--- src/rtl/armwd_pkg.sv ---
package armwd_pkg;

    // Stretched first window is base period shifted left by this amount (x8).
    localparam int LONG_SHIFT   = 3;
    // Consecutive events needed to assert or release the backup flag.
    localparam int STRIKE_LIMIT = 3;
    localparam int RUN_W        = $clog2(STRIKE_LIMIT + 1);

    typedef enum logic {
        PER_LONG = 1'b0,
        PER_BASE = 1'b1
    } period_e;

    typedef logic [RUN_W-1:0] run_t;

    typedef struct packed {
        run_t miss_run;
        run_t good_run;
        logic flag;
    } strike_t;

    // Saturating increment of a run counter.
    function automatic run_t run_step(input run_t v);
        return (v == run_t'(STRIKE_LIMIT)) ? v : v + run_t'(1);
    endfunction

endpackage

--- src/rtl/armwd_edge.sv ---
module armwd_edge (
    input  logic clk,
    input  logic rst,
    input  logic arm_i,
    input  logic kick_i,
    output logic kick_fall_o
);
    logic kick_q;

    always_ff @(posedge clk) begin
        if (rst) kick_q <= 1'b0;
        else     kick_q <= kick_i;
    end

    // Edges seen while unarmed are dropped.
    assign kick_fall_o = arm_i && kick_q && !kick_i;

endmodule

--- src/rtl/armwd_timer.sv ---
module armwd_timer
    import armwd_pkg::*;
#(
    parameter int PERIOD_W = 16
) (
    input  logic                clk,
    input  logic                rst,
    input  logic                arm_i,
    input  logic                kick_fall_i,
    input  logic [PERIOD_W-1:0] base_period_i,
    output logic                expire_o,
    output period_e             mode_o
);
    localparam int CNT_W = PERIOD_W + LONG_SHIFT;

    logic [CNT_W-1:0]    cnt_q;
    logic [CNT_W-1:0]    limit;
    logic [PERIOD_W-1:0] base_eff;
    period_e             mode_q;

    always_comb begin
        base_eff = (base_period_i == '0) ? PERIOD_W'(1) : base_period_i;
        if (mode_q == PER_LONG) limit = CNT_W'(base_eff) << LONG_SHIFT;
        else                    limit = CNT_W'(base_eff);
        expire_o = arm_i && !kick_fall_i && (cnt_q == limit - CNT_W'(1));
    end

    always_ff @(posedge clk) begin
        if (rst || !arm_i) begin
            cnt_q  <= '0;
            mode_q <= PER_LONG;
        end else if (kick_fall_i) begin
            cnt_q  <= '0;
            mode_q <= PER_BASE;
        end else if (expire_o) begin
            cnt_q  <= '0;          // mode kept: a stretched window repeats until serviced
        end else begin
            cnt_q  <= cnt_q + CNT_W'(1);
        end
    end

    assign mode_o = mode_q;

endmodule

--- src/rtl/armwd_strike.sv ---
module armwd_strike
    import armwd_pkg::*;
(
    input  logic    clk,
    input  logic    rst,
    input  logic    arm_i,
    input  logic    kick_fall_i,
    input  logic    expire_i,
    input  period_e mode_i,
    output logic    flag_o
);
    strike_t st_q, st_d;

    always_comb begin
        st_d = st_q;
        if (!arm_i) begin
            st_d = '0;
        end else if (kick_fall_i) begin
            st_d.miss_run = '0;
            if (mode_i == PER_BASE) begin
                if (st_q.flag && st_q.good_run == run_t'(STRIKE_LIMIT - 1)) begin
                    st_d.flag     = 1'b0;
                    st_d.good_run = '0;
                end else begin
                    st_d.good_run = run_step(st_q.good_run);
                end
            end else begin
                st_d.good_run = '0;
            end
        end else if (expire_i) begin
            st_d.good_run = '0;
            st_d.miss_run = run_step(st_q.miss_run);
            if (mode_i == PER_LONG || st_q.miss_run >= run_t'(STRIKE_LIMIT - 1))
                st_d.flag = 1'b1;
        end
    end

    always_ff @(posedge clk) begin
        if (rst) st_q <= '0;
        else     st_q <= st_d;
    end

    assign flag_o = st_q.flag;

endmodule

--- src/rtl/armed_watchdog.sv ---
module armed_watchdog
    import armwd_pkg::*;
#(
    parameter int PERIOD_W = 16
) (
    input  logic                clk,
    input  logic                rst,
    input  logic                arm_i,
    input  logic                kick_i,
    input  logic [PERIOD_W-1:0] base_period_i,
    output logic                backup_n_o
);
    logic    kick_fall;
    logic    expire;
    logic    flag;
    period_e mode;

    armwd_edge u_edge (
        .clk         (clk),
        .rst         (rst),
        .arm_i       (arm_i),
        .kick_i      (kick_i),
        .kick_fall_o (kick_fall)
    );

    armwd_timer #(.PERIOD_W(PERIOD_W)) u_timer (
        .clk           (clk),
        .rst           (rst),
        .arm_i         (arm_i),
        .kick_fall_i   (kick_fall),
        .base_period_i (base_period_i),
        .expire_o      (expire),
        .mode_o        (mode)
    );

    armwd_strike u_strike (
        .clk         (clk),
        .rst         (rst),
        .arm_i       (arm_i),
        .kick_fall_i (kick_fall),
        .expire_i    (expire),
        .mode_i      (mode),
        .flag_o      (flag)
    );

    assign backup_n_o = !flag;

endmodule

--- config.mk ---
export PLATFORM = sky130hd
export DESIGN_NAME = armed_watchdog
export DESIGN_NICKNAME = d
export VERILOG_FILES = /design/src/rtl/armwd_pkg.sv /design/src/rtl/armwd_edge.sv /design/src/rtl/armwd_timer.sv /design/src/rtl/armwd_strike.sv /design/src/rtl/armed_watchdog.sv
export SDC_FILE = /design/constraint.sdc
export NUM_CORES = 1
export LEC_CHECK = 0
export BUFFER_PORTS_ARGS = -buffer_cell sky130_fd_sc_hd__buf_2
export CELL_PAD_IN_SITES_DETAIL_PLACEMENT = 1
export CELL_PAD_IN_SITES_GLOBAL_PLACEMENT = 1
export CORE_ASPECT_RATIO = 1.4
export CORE_MARGIN = 5
export CORE_UTILIZATION = 41
export CTS_CLUSTER_DIAMETER = 60
export DETAILED_ROUTE_END_ITERATION = 10
export GPL_TIMING_DRIVEN = 0
export PLACE_DENSITY = 0.73
export SLEW_MARGIN = 25
export SYNTH_ARGS = -nofsm -noshare
export SYNTH_HDL_FRONTEND = slang
export SYNTH_SLANG_ARGS = --single-unit
--- constraint.sdc ---
create_clock -name clk -period 3.7 [get_ports clk]
set_input_delay 0 -clock clk [delete_from_list [all_inputs] [get_ports clk]]
set_output_delay 0 -clock clk [all_outputs]
set_load 0.02 [all_outputs]
# [Word level (Yosys, flattened, before mapping)]
# Index checks and enable logic that the tools add are counted.
# W data, S select, Z words.
[word_totals] ff_bits=26 out_inout_bits=1 word_cells=51
[op_classes] n_addsub=4 n_lt_le_gt_ge=1 eq_ne=7 muxes=10 bitwise=3 reduce_logical=20
[ops] op="$add A19 B1 Y19 const B" n=1
[ops] op="$eq A19 B19 Y1" n=1
[ops] op="$mux W19" n=1
[ops] op="$sub A19 B1 Y19 const B" n=1
[ops] op="$logic_not A16 Y1" n=1
[ops] op="$mux W16" n=1
[ops] op="$eq A2 B2 Y1 const B" n=3
[ops] op="$mux W2" n=3
[ops] op="$mux W3" n=2
[ops] op="$reduce_or A3 Y1" n=2
[ops] op="$logic_and A1 B1 Y1" n=5
[ops] op="$add A2 B1 Y2 const B" n=2
[ops] op="$logic_not A1 Y1" n=4
[ops] op="$ne A4 B3 Y1 const B" n=1
[ops] op="$reduce_and A2 Y1" n=2
[ops] op="$reduce_and A4 Y1" n=1
[ops] op="$reduce_bool A2 Y1" n=2
[ops] op="$mux W1" n=3
[ops] op="$not A1 Y1" n=3
[ops] op="$ge A2 B2 Y1 const B" n=1
[ops] op="$logic_or A1 B1 Y1" n=2
[ops] op="$ne A2 B1 Y1 const B" n=1
[ops] op="$ne A2 B2 Y1 const B" n=1
[ops] op="$reduce_or A2 Y1" n=1

# [Longest topological paths before layout]
# Gate-level depths: netlist of the first run.
[logic_depth] ltp_word=8 ltp_mapped=15 depth_no_buf=12

# [Cells and area by module]
# Synthesis of the first run repeated with hierarchy kept, for this count alone.
[hier_totals] cells_unflattened=303 hier_area_um2=2401.1
[modules_own_cells] mod="armwd_timer" instances=1 cells_per_inst=269 area_each_um2=2099.5 seq_area_each_um2=400.4
[modules_own_cells] mod="armwd_strike" instances=1 cells_per_inst=30 area_each_um2=262.8 seq_area_each_um2=100.1
[modules_own_cells] mod="armwd_edge" instances=1 cells_per_inst=3 area_each_um2=35.0 seq_area_each_um2=20.0
[modules_own_cells] mod="armed_watchdog" instances=1 cells_per_inst=1 area_each_um2=3.8 seq_area_each_um2=0.0

# [Worst setup path after synthesis of the first run]
# Ideal clock, no wire load.
[synth_path] kind="register -> register" from="reg u_timer.mode_q (netlist: u_timer.mode_o)" to="reg u_timer.cnt_q[10]" setup_time_ns=0.132 arrival_ns=3.631 required_time_ns=3.568 setup_slack_ns=-0.063 path_stages_with_launch=16 path_buffers=5 cell_sequence="dfxtp_1 buf_2 buf_2 buf_2 buf_2 o21ai_0 ha_1 or4bb_1 o311ai_0 o41ai_1 or4_1 a2bb2oi_1 nand3_1 nor4b_2 buf_2 nor3_1"
[synth_via] elab_chain_len=5
[synth_lines] element="start: declaration" line_no="armwd_timer.sv:19" rtl="period_e mode_q;"
[synth_lines] element="start signal: assignment" line_no="armwd_timer.sv:31" rtl="mode_q <= PER_LONG;"
[synth_lines] element="start signal: assignment" line_no="armwd_timer.sv:34" rtl="mode_q <= PER_BASE;"
[synth_lines] element="$mux W19" line_no="armwd_timer.sv:23" rtl="if (mode_q == PER_LONG) limit = CNT_W'(base_eff) << LONG_SHIFT;"
[synth_lines] element="$sub A19 B1 Y19" line_no="armwd_timer.sv:25" rtl="expire_o = arm_i && !kick_fall_i && (cnt_q == limit - CNT_W'(1));"
[synth_lines] element="$eq A19 B19 Y1" line_no="armwd_timer.sv:25"
[synth_lines] element="$logic_and A1 B1 Y1" line_no="armwd_timer.sv:25"
[synth_lines] element="$reduce_or A3 Y1 (no line)"
[synth_lines] element="end signal: assignment" line_no="armwd_timer.sv:38" rtl="cnt_q <= cnt_q + CNT_W'(1);"
[synth_lines] element="end: declaration" line_no="armwd_timer.sv:16" rtl="logic [CNT_W-1:0] cnt_q;"
# No other way between the ends.
# A chain may end at the register's enable or synchronous reset.

# [Worst setup path after layout of the first run]
[layout_path] from="reg u_timer.mode_q (netlist: u_timer.mode_o)" to="reg u_timer.cnt_q[7]"
# The elaborated chain is that of the path after synthesis.

==> flow_summary.toml, run 1 <==
[timing]
finalHoldViolations = 0
fmax_ghz = 0.280
skew_ns = 0.00317
tns_ns = 0
period_needed_ns = 3.57
setup_viol = 0
period_share_pct = 96.4
worst_slew_margin_rel_pct = 43.8
tightest_slew_ns = 0.836
drv_slew = 0

[die]
initial_utilization_pct = 41.6
io_pins = 21
rows = 33
coreArea_mm2 = 0.00578
dieArea_mm2 = 0.00753
fp.dieH_um = 101
chipWidth_um = 74.8

[pwr]
pwr-share-seq_pct = 46.3
p_switching_mw = 0.182
combinationalPowerShare_pct = 23.1
p_leak_nw = 0.918
clockPowerShare_pct = 30.6
power_mw = 0.614
p_int_mw = 0.432
ir_drop_uv = 242
power.density_mw_per_mm2 = 215
swShare_pct = 29.6

[worst_setup_path]
critPathArrivalTime_ns = 3.71
critPathKind = "flop to flop"
timing.critical_path.cells = "buf_12 -> o21ai_2 -> ha_2 -> or4bb_4 -> o311ai_4 -> o41ai_4 -> or4_4 -> a2bb2oi_4 -> nand3_2 -> nor4b_4 -> buf_4 -> buf_8 -> nor3_1"
critPathSlowestCell = "or4bb_4"
critPathLaunchType = "flop"
cp-end-kind = "flop"
cpLargestDelayFamily = "simple AND/OR/NAND/NOR gates"
cpPeakStageDelay_ns = 0.53
cp_max_fo = 19
required_ns = 3.85
cp_num_buf_inv = 3

[logic_synthesis]
ys_warn_count = 0
synth_edf_count = 0
synth_cell_types = 59
synth.ff_latch_count = 26
syn_inst = 307
synthesis.area_mm2 = 0.00241
synth_flop_cell = "dfxtp_1"
avgSynthCellArea_um2 = 7.84
synth.yosys.seq_area_share_pct = 21.6
synth_fp_nets = 331
postSynth.asyncResetShare_pct = 0

[routing]
drc_errors = 0
drt_iter0_drc = 115
drt_first_pass_iters = 4
wl_per_cell_um = 19.2
viasPerCell = 6.11
detail-route-antenna-nets = 0
vias = 2480
wl_um = 7810

[final_layout]
area_growth_syn_to_layout_pct = 18.5
final_common_cell = "nor3_1"
fillers = 733
layout_common_cells = "nor3_1, dfxtp_1, xnor2_1"
drive_above_1_share_pct = 17.0
finalNonFillerCells = 406
layout.nets = 361
antenna_cells = 0

[run_status]
outcome = "finished, final reports clean"

[clock_tree]
clock_sinks = 26
cts_made_buffers = 3
cts_buffer_depth = 2
insertion_delay_ns = 0.27
cts_root_buf = "clkbuf_8"
cts_tree = "yes"
clk_pin_slew_ns = 0.09
cts_max_level = 1

[grt]
grt_overflow = 0
grt_max_degree = 20
use_met3_pct = 1.60
grt_pass1_vias = 2610
grtUsageMet2_pct = 37.5
grt_pass1_wl_um = 12600
use_met1_pct = 25.7
grt_antenna_before_repair = 0
grt.busiest_layer = "met2"
global_route.usage.total_pct = 21.3

[place]
placed_cells = 392
dp_hpwl_um = 5930
port_buffers = 15
gp_congestion = 0.885

[run]
cap_viol_max_count = 0

[min_path]
hp-class = "input port to flop"
[power by group through the flow]
stage               combinational [mW]  clock (mW)  sequential (mW)
floorplan                       0.0867           0            0.289
global route                     0.153       0.212            0.284
finish                           0.142       0.188            0.284
detailed placement               0.128           0            0.290
CTS                              0.135       0.194            0.284
global placement                 0.125           0            0.290
[worst register-to-register path, cell delays in order (launching register included)]
cell and delay (ns):
dfxtp_4 0.42, buf_12 0.19, o21ai_2 0.10, ha_2 0.23
or4bb_4 0.53, o311ai_4 0.33, o41ai_4 0.15, or4_4 0.52
a2bb2oi_4 0.18, nand3_2 0.11, nor4b_4 0.31, buf_4 0.19
buf_8 0.13, nor3_1 0.06
[metal layers]
layer  part of all wire, %  up-vias  routed length (um)
li1                      -     1203                   -
met1                    43     1227                3340
met2                    53       36                4120
met3                   2.4       14                 186
met4                   2.1        0                 162
met5                     0        -                   0
[metrics by stage]
| stage | instance area, um2 | hold WS, ns | utilization (%) | worst slack, ns |
|---|---|---|---|---|
| 2_1_floorplan | 2430 | 0.0716 | - | 0.00806 |
| 3_3_place_gp | 2600 | 0.204 | 44.9 | -0.789 |
| 3_5_place_dp | 2600 | 0.207 | 44.9 | -0.797 |
| 4_1_cts | 2780 | 0.0658 | 48.1 | 0.0138 |
| 5_1_grt | 2850 | 0.0678 | 49.4 | -0.0423 |
| 6_report | 2850 | 0.0693 | 49.4 | 0.134 |
[repair_timing]
item / CTS / global route
gates cloned: 1 / 0
gates resized for setup: 15 / 9
setup endpoints to repair: 24 / 24
buffers inserted: 7 / 3
hold buffers: 2 / 0
hold endpoints to repair: 1 / 0
pin swaps: 5 / 5
[flip-flops by register name, indices dropped and copies added (netlist names)]
signal / flops
u_edge.kick_q: 1
u_timer.mode_o: 1
u_strike.flag_o: 1
u_timer.cnt_q: 19
u_strike.st_q: 4
[cell families (layout without fill, tap and decap cells)]
family                   after synthesis  in the layout  synth area share [%]
AO/OA/AOI/OAI                         57             57                  17.5
XOR/XNOR                              38             38                  13.8
adder cells (fa/ha/maj)                4              4                  2.08
buffers and inverters                 28             57                  5.04
flip-flops                            26             26                  21.6
multiplexers                          16             16                  6.70
AND/OR/NAND/NOR                      138            138                  33.2
[final timing paths]
path                                 startpoint  slack [ns]                       endpoint  depth (start not counted)
hold reg to reg   u_strike.st_q[3]$_SDFFE_PP0P_        0.52  u_strike.st_q[3]$_SDFFE_PP0P_                          2
hold / removal                            arm_i        0.07    u_timer.mode_o$_SDFFE_PP0P_                          3
setup / recovery    u_timer.mode_o$_SDFFE_PP0P_        0.13    u_timer.cnt_q[7]$_SDFF_PP0_                         13
setup reg to reg    u_timer.mode_o$_SDFFE_PP0P_        0.13    u_timer.cnt_q[7]$_SDFF_PP0_                         13
[cell usage after synthesis (2+ instances only)]
master,instances,area [um2]
nand2b_1,5,31.3
nand3_1,12,60.1
nor3_1,34,170
o221ai_1,3,26.3
o211ai_1,3,22.5
nand2_1,15,56.3
nor2_1,15,56.3
xor2_1,15,131
nor2b_1,9,56.3
nor4b_1,3,26.3
xnor2_1,23,201
and3_1,5,31.3
o21a_1,3,22.5
mux2i_1,15,150
o31ai_1,2,15.0
or3_1,6,37.5
or4_4,3,33.8
nor4_1,5,31.3
a211oi_1,3,22.5
o21ai_0,15,75.1
nand4_1,5,31.3
nor3b_1,8,60.1
or4_1,5,37.5
buf_2,7,35.0
ha_1,4,50.1
o21bai_1,2,15.0
a21oi_1,7,35.0
dfxtp_1,26,521
inv_1,9,33.8
clkbuf_1,11,41.3
[cell type report]
| cell class | instances | area [um2] | share of cell area [%] |
|---|---|---|---|
| sequential | 26 | 524 | 18.4 |
| buffer | 16 | 104 | 3.64 |
| clock buffer | 4 | 55.1 | 1.93 |
| multi-input combinational | 253 | 1880 | 65.7 |
| tap | 70 | 87.6 | 3.07 |
| inverter | 9 | 33.8 | 1.18 |
| timing repair buffer | 28 | 173 | 6.05 |
Note: power is estimated with default switching activity, not from simulation.
==> run 2, diff against run 1 <==
--- a/config.mk
+++ b/config.mk
@@ -18,4 +18,5 @@
 export SLEW_MARGIN = 25
 export SYNTH_ARGS = -nofsm -noshare
 export SYNTH_HDL_FRONTEND = slang
+export SYNTH_HIERARCHICAL = 1
 export SYNTH_SLANG_ARGS = --single-unit
==> flow_summary.toml, run 2 <==
[logic_synthesis]
synth_top_family_by_area = "simple AND/OR/NAND/NOR gates"
syn_inst = 303
synth_area_leaders = "dfxtp_1, xnor2_1, nor4_1, xor2_1, mux2i_1"
yosysTopAreaCellShare_pct = 21.7
synth_top_cells_by_count = "dfxtp_1, xnor2_1, nor4_1, nor2_1, xor2_1"
avgSynthCellArea_um2 = 7.92
postSynth.asyncResetShare_pct = 0
synthesis.area_mm2 = 0.00240
synthMuxAreaShare_pct = 6.36
synth_compound_area_share_pct = 14.4
synth_edf_count = 0
synth_fp_nets = 327
yosys.area.top_type = "dfxtp_1"
ys_warn_count = 6
synth_cell_types = 57
synth_simple_gate_area_share_pct = 34.0
synth_flop_cell = "dfxtp_1"
synth.ff_latch_count = 26
yosys.area_share.adder_pct = 2.08
yosys.area_share.xor_xnor_pct = 15.7
synth.yosys.seq_area_share_pct = 21.7

[timing]
tightest_slew_ns = 0.680
skew_ns = 0.00282
drv_slew = 0
setup_viol = 0
layout_setup_ws_ns = 0.200
worst_slew_margin_rel_pct = 54.3
period_share_pct = 94.6
fmax_ghz = 0.286
period_needed_ns = 3.50
finalHoldViolations = 0

[place]
port_buffers = 12
placed_area_mm2 = 0.00255
gp_congestion = 0.818
dp_hpwl_um = 5700
place_ws_ns = -0.891

[die]
coreArea_mm2 = 0.00578
io_pins = 21
chipWidth_um = 74.7
initial_utilization_pct = 41.5
rows = 33
fp.dieH_um = 101
dieArea_mm2 = 0.00751

[final_layout]
design_area_mm2 = 0.00269
drive_above_1_share_pct = 15.8
largest_registers = "u_timer/cnt_q (19), u_strike/st_q (4)"
antenna_cells = 0
largest_reg_flops = 19
fillers = 739
area_growth_syn_to_layout_pct = 12.1
regMostFlops = "u_timer/cnt_q"
final_common_cell = "xnor2_1"
layout.nets = 349
layout_common_cells = "xnor2_1, dfxtp_1, nor2_1, nor4_1"

[worst_setup_path]
critPathArrivalTime_ns = 3.67
critPathKind = "flop to flop"
cp_num_buf_inv = 3
timing.critical_path.cells = "buf_6 -> buf_4 -> buf_4 -> o21ai_0 -> ha_2 -> o2111a_2 -> o311ai_4 -> a211oi_2 -> o21ai_0 -> or3b_2 -> nor4_4 -> and2b_2 -> nor2_1 -> a2111oi_2"
required_ns = 3.87
cp_max_fo = 10
critPathLaunchType = "flop"
critPathSlowestCell = "or3b_2"
cpPeakStageDelay_ns = 0.50
cpLargestDelayFamily = "compound AO/OA/AOI/OAI gates"
cp-end-kind = "flop"

[pwr]
ir_drop_uv = 198
power.density_mw_per_mm2 = 207
p_leak_nw = 0.843

[clock_tree]
clock_sinks = 26
cts_max_level = 1
cts_buffer_depth = 2
cts_made_buffers = 3
cts_root_buf = "clkbuf_8"
insertion_delay_ns = 0.26
cts_tree = "yes"
clk_pin_slew_ns = 0.08

[min_path]
hp-class = "input port to flop"

[grt]
grt_max_degree = 14
grt_antenna_before_repair = 0
grt_overflow = 0
grt_pass1_vias = 2514
grt_pass1_wl_um = 12300
global_route.usage.total_pct = 20.5

[routing]
detail-route-antenna-nets = 0
viasPerCell = 6.18
drc_errors = 0
drt_first_pass_iters = 4
drt_iter0_drc = 102
wl_per_cell_um = 18.9
wl_um = 7440
vias = 2429

[run_status]
outcome = "finished, final reports clean"

[run]
cap_viol_max_count = 0
-- run 2: cell count changes in the layout (fill, tap and decap cells not counted), sizes merged, moves of 5 or more --
cell,previous run,this run
nor3,34,11
nor4,5,26
nor2,15,22
a21oi,7,12
nand3,12,7
nor3b,8,3
or4,8,3
-- run 2: final cells by class --
class / count / area [um2] / share of cell area (%)
clock buffers: 3 / 41.3 / 1.53
inverters: 7 / 26.3 / 0.976
plain buffers: 23 / 124 / 4.60
repair buffers: 17 / 103 / 3.81
well taps: 70 / 87.6 / 3.25
flip-flops and latches: 26 / 522 / 19.4
multi-input cells: 247 / 1790 / 66.4
-- run 2: stage by stage --
stage               power [mW]  hold slack (ns)  utilization [%]  setup TNS [ns]  std cells
global route             0.587            0.183             46.6         -0.0147        393
detailed placement       0.403            0.188             44.1           -9.34        385
floorplan                0.368           0.0716                -               0        303
CTS                      0.562            0.146             45.8               0        391
finish                   0.556            0.153             46.6               0        393
global placement         0.400            0.180             44.1           -8.12        385
-- run 2: logic make-up after synthesis --
kind of cell,count (synthesis)
and+or+nand+nor,135
AOI/OAI and AO/OA,50
xor gates and xnor gates,43
buffers and inverters,30
DFF,26
muxes,15
adders and majority gates,4
-- run 2: path summary, 6_finish.rpt --
path	cells after the start	from	slack [ns]	endpoint
min	3	arm_i	0.15	u_strike/st_q[2]$_SDFFE_PP0P_
max	14	u_timer/mode_o$_SDFFE_PP0P_	0.20	u_strike/st_q[4]$_SDFFE_PP0P_
min reg2reg	2	u_strike/st_q[2]$_SDFFE_PP0P_	0.51	u_strike/st_q[2]$_SDFFE_PP0P_
max reg2reg	14	u_timer/mode_o$_SDFFE_PP0P_	0.20	u_strike/st_q[4]$_SDFFE_PP0P_
-- run 2: tightest hold or removal path, delay by kind of cell --
family,cells,cell delay [ns]
AND/OR/NAND/NOR,1,0.19
buffers and inverters,1,0.12
AO/OA/AOI/OAI,1,0.06
-- run 2: layer usage --
layer  vias up  share of wire, %  GRT usage, %
met3        12               2.1          1.10
li1       1169                 -             -
met2        43                53          36.8
met4         0               2.4          7.81
met5         -                 0             0
met1      1205                42          25.1
-- run 2: timing repair --
action / 4_1_cts / 5_1_grt
hold buffers: 2 / 0
resized for setup: 10 / 8
setup buffers: 1 / 2
pin swaps: 2 / 3
setup endpoints to repair: 24 / 12
hold endpoints to repair: 1 / 0
-- run 2: power by group --
group          switching, mW  internal (mW)
Combinational         0.0742         0.0449
Clock                 0.0803         0.0727
Sequential           0.00241          0.281
==> run 3, diff against run 2 <==
--- a/config.mk
+++ b/config.mk
@@ -14,7 +14,7 @@
 export CTS_CLUSTER_DIAMETER = 60
 export DETAILED_ROUTE_END_ITERATION = 10
 export GPL_TIMING_DRIVEN = 0
-export PLACE_DENSITY = 0.73
+export PLACE_DENSITY = 0.78
 export SLEW_MARGIN = 25
 export SYNTH_ARGS = -nofsm -noshare
 export SYNTH_HDL_FRONTEND = slang
==> flow_summary.toml, run 3 (same netlist as run 2, synthesis figures left out) <==
[final_layout]
largest_registers = "u_timer/cnt_q (19), u_strike/st_q (4)"
antenna_cells = 0
fillers = 745
drive_above_1_share_pct = 15.4
design_area_mm2 = 0.00271
multi_input_area_mm2 = 0.00177
layout_common_cells = "dfxtp_1, xnor2_1, nor4_1"
regArea_um2 = 520
regMostFlops = "u_timer/cnt_q"
finalNonFillerCells = 395
largest_reg_flops = 19
layout.nets = 350
area_growth_syn_to_layout_pct = 12.9

[grt]
use_met3_pct = 2.00
grtUsageMet2_pct = 39.3
grt_pass1_wl_um = 12400
grt_overflow = 0
global_route.usage.total_pct = 20.9
grt.busiest_layer = "met2"
grt_antenna_before_repair = 0
grt_max_degree = 16
grt_pass1_vias = 2549
use_met1_pct = 23.3

[clock_tree]
cts_max_level = 1
clock_sinks = 26
clk_pin_slew_ns = 0.10
cts_made_buffers = 3
cts_buffer_depth = 2
cts_tree = "yes"
insertion_delay_ns = 0.28
cts_root_buf = "clkbuf_8"

[routing]
detail-route-antenna-nets = 0
drc_errors = 0
wl_per_cell_um = 18.8
drt_iter0_drc = 103
drt_first_pass_iters = 4
wl_um = 7440
viasPerCell = 6.17
vias = 2437

[run]
cap_viol_max_count = 0

[timing]
skew_ns = 0.0123
period_needed_ns = 3.55
finalHoldViolations = 0
tightest_slew_ns = 0.828
drv_slew = 0
layout_setup_ws_ns = 0.152
fmax_ghz = 0.282
setup_viol = 0
period_share_pct = 95.9
worst_slew_margin_rel_pct = 44.3

[die]
fp.dieH_um = 101
rows = 33
chipWidth_um = 74.7
dieArea_mm2 = 0.00751
initial_utilization_pct = 41.5
io_pins = 21
coreArea_mm2 = 0.00578

[pwr]
swShare_pct = 26.3
p_leak_nw = 0.862
p_int_mw = 0.471
ir_drop_uv = 219
p_switching_mw = 0.168
clockPowerShare_pct = 37.2
power.density_mw_per_mm2 = 236
pwr-share-seq_pct = 44.4
combinationalPowerShare_pct = 18.4

[run_status]
outcome = "finished, final reports clean"

[worst_setup_path]
cp_max_fo = 10
critPathKind = "flop to flop"
critPathArrivalTime_ns = 3.72
required_ns = 3.88
cp-end-kind = "flop"
critPathLaunchType = "flop"

[place]
placed_area_mm2 = 0.00255
placed_cells = 385
port_buffers = 12
place_ws_ns = -0.821
dp_hpwl_um = 5810
gp_congestion = 0.842

[min_path]
hp-class = "input port to flop"
==> run 3: area by class of cell <==
cell class | instances | area share, %
flip-flops and latches | 26 | 19.2
clock buffers | 3 | 1.52
plain buffers | 23 | 4.57
inverters | 7 | 0.970
multi-input cells | 247 | 65.3
well taps | 70 | 3.23
repair buffers | 18 | 4.06
clock inverters | 1 | 1.11
==> run 3: worst paths after layout <==
| check | start | slack, ns | to | depth (start not counted) |
|---|---|---|---|---|
| worst max register to register | u_timer/mode_o$_SDFFE_PP0P_ | 0.15 | u_strike/st_q[4]$_SDFFE_PP0P_ | 14 |
| worst max-delay path | u_timer/mode_o$_SDFFE_PP0P_ | 0.15 | u_strike/st_q[4]$_SDFFE_PP0P_ | 14 |
| worst min register to register | u_strike/st_q[1]$_SDFFE_PP0P_ | 0.51 | u_strike/flag_o$_SDFFE_PP0P_ | 2 |
| worst min-delay path | arm_i | 0.12 | u_strike/st_q[2]$_SDFFE_PP0P_ | 3 |
==> run 3: power by group through the flow <==
stage          combinational (mW)  sequential [mW]  clock, mW
6_report                    0.118            0.284      0.238
3_3_place_gp                0.109            0.290          0
4_1_cts                     0.116            0.284      0.246
2_1_floorplan              0.0781            0.289          0
5_1_grt                     0.129            0.284      0.257
3_5_place_dp                0.113            0.290          0
==> run 3: through the flow <==
| stage | power [mW] | util (%) | hold WS (ns) | setup TNS [ns] |
|---|---|---|---|---|
| after floorplan | 0.368 | - | 0.0716 | 0 |
| after global placement | 0.399 | 44.1 | 0.182 | -8.27 |
| after detailed placement | 0.403 | 44.1 | 0.188 | -9.15 |
| after CTS | 0.646 | 46.3 | 0.125 | 0 |
| after global routing | 0.671 | 46.9 | 0.143 | -0.0152 |
| final | 0.640 | 46.9 | 0.123 | 0 |
==> run 3: layer usage <==
layer	part of all wire [%]	up-vias
li1	-	1178
met1	41	1199
met2	54	46
met3	3.0	14
met4	2.4	0
met5	0	-
==> run 3: critical path: stages, from the launching register on <==
cell and delay [ns]:
dfxtp_1 0.37, buf_6 0.16, clkbuf_4 0.20, clkbuf_4 0.23, o21ai_0 0.11, ha_2 0.22
o2111a_1 0.24, o311ai_2 0.19, a211oi_2 0.28, o21ai_0 0.12, or3b_2 0.52, nor4_4 0.23
and2b_2 0.21, nor2_1 0.05, a2111oi_2 0.30
==> run 3: what timing repair did <==
| action | in CTS | in global routing |
|---|---|---|
| endpoints found under the hold margin | 1 | 0 |
| resized for setup | 9 | 3 |
| buffers inserted | 1 | 3 |
| hold buffers | 2 | 0 |
| setup endpoints to repair | 24 | 12 |
| pin swaps | 3 | 2 |
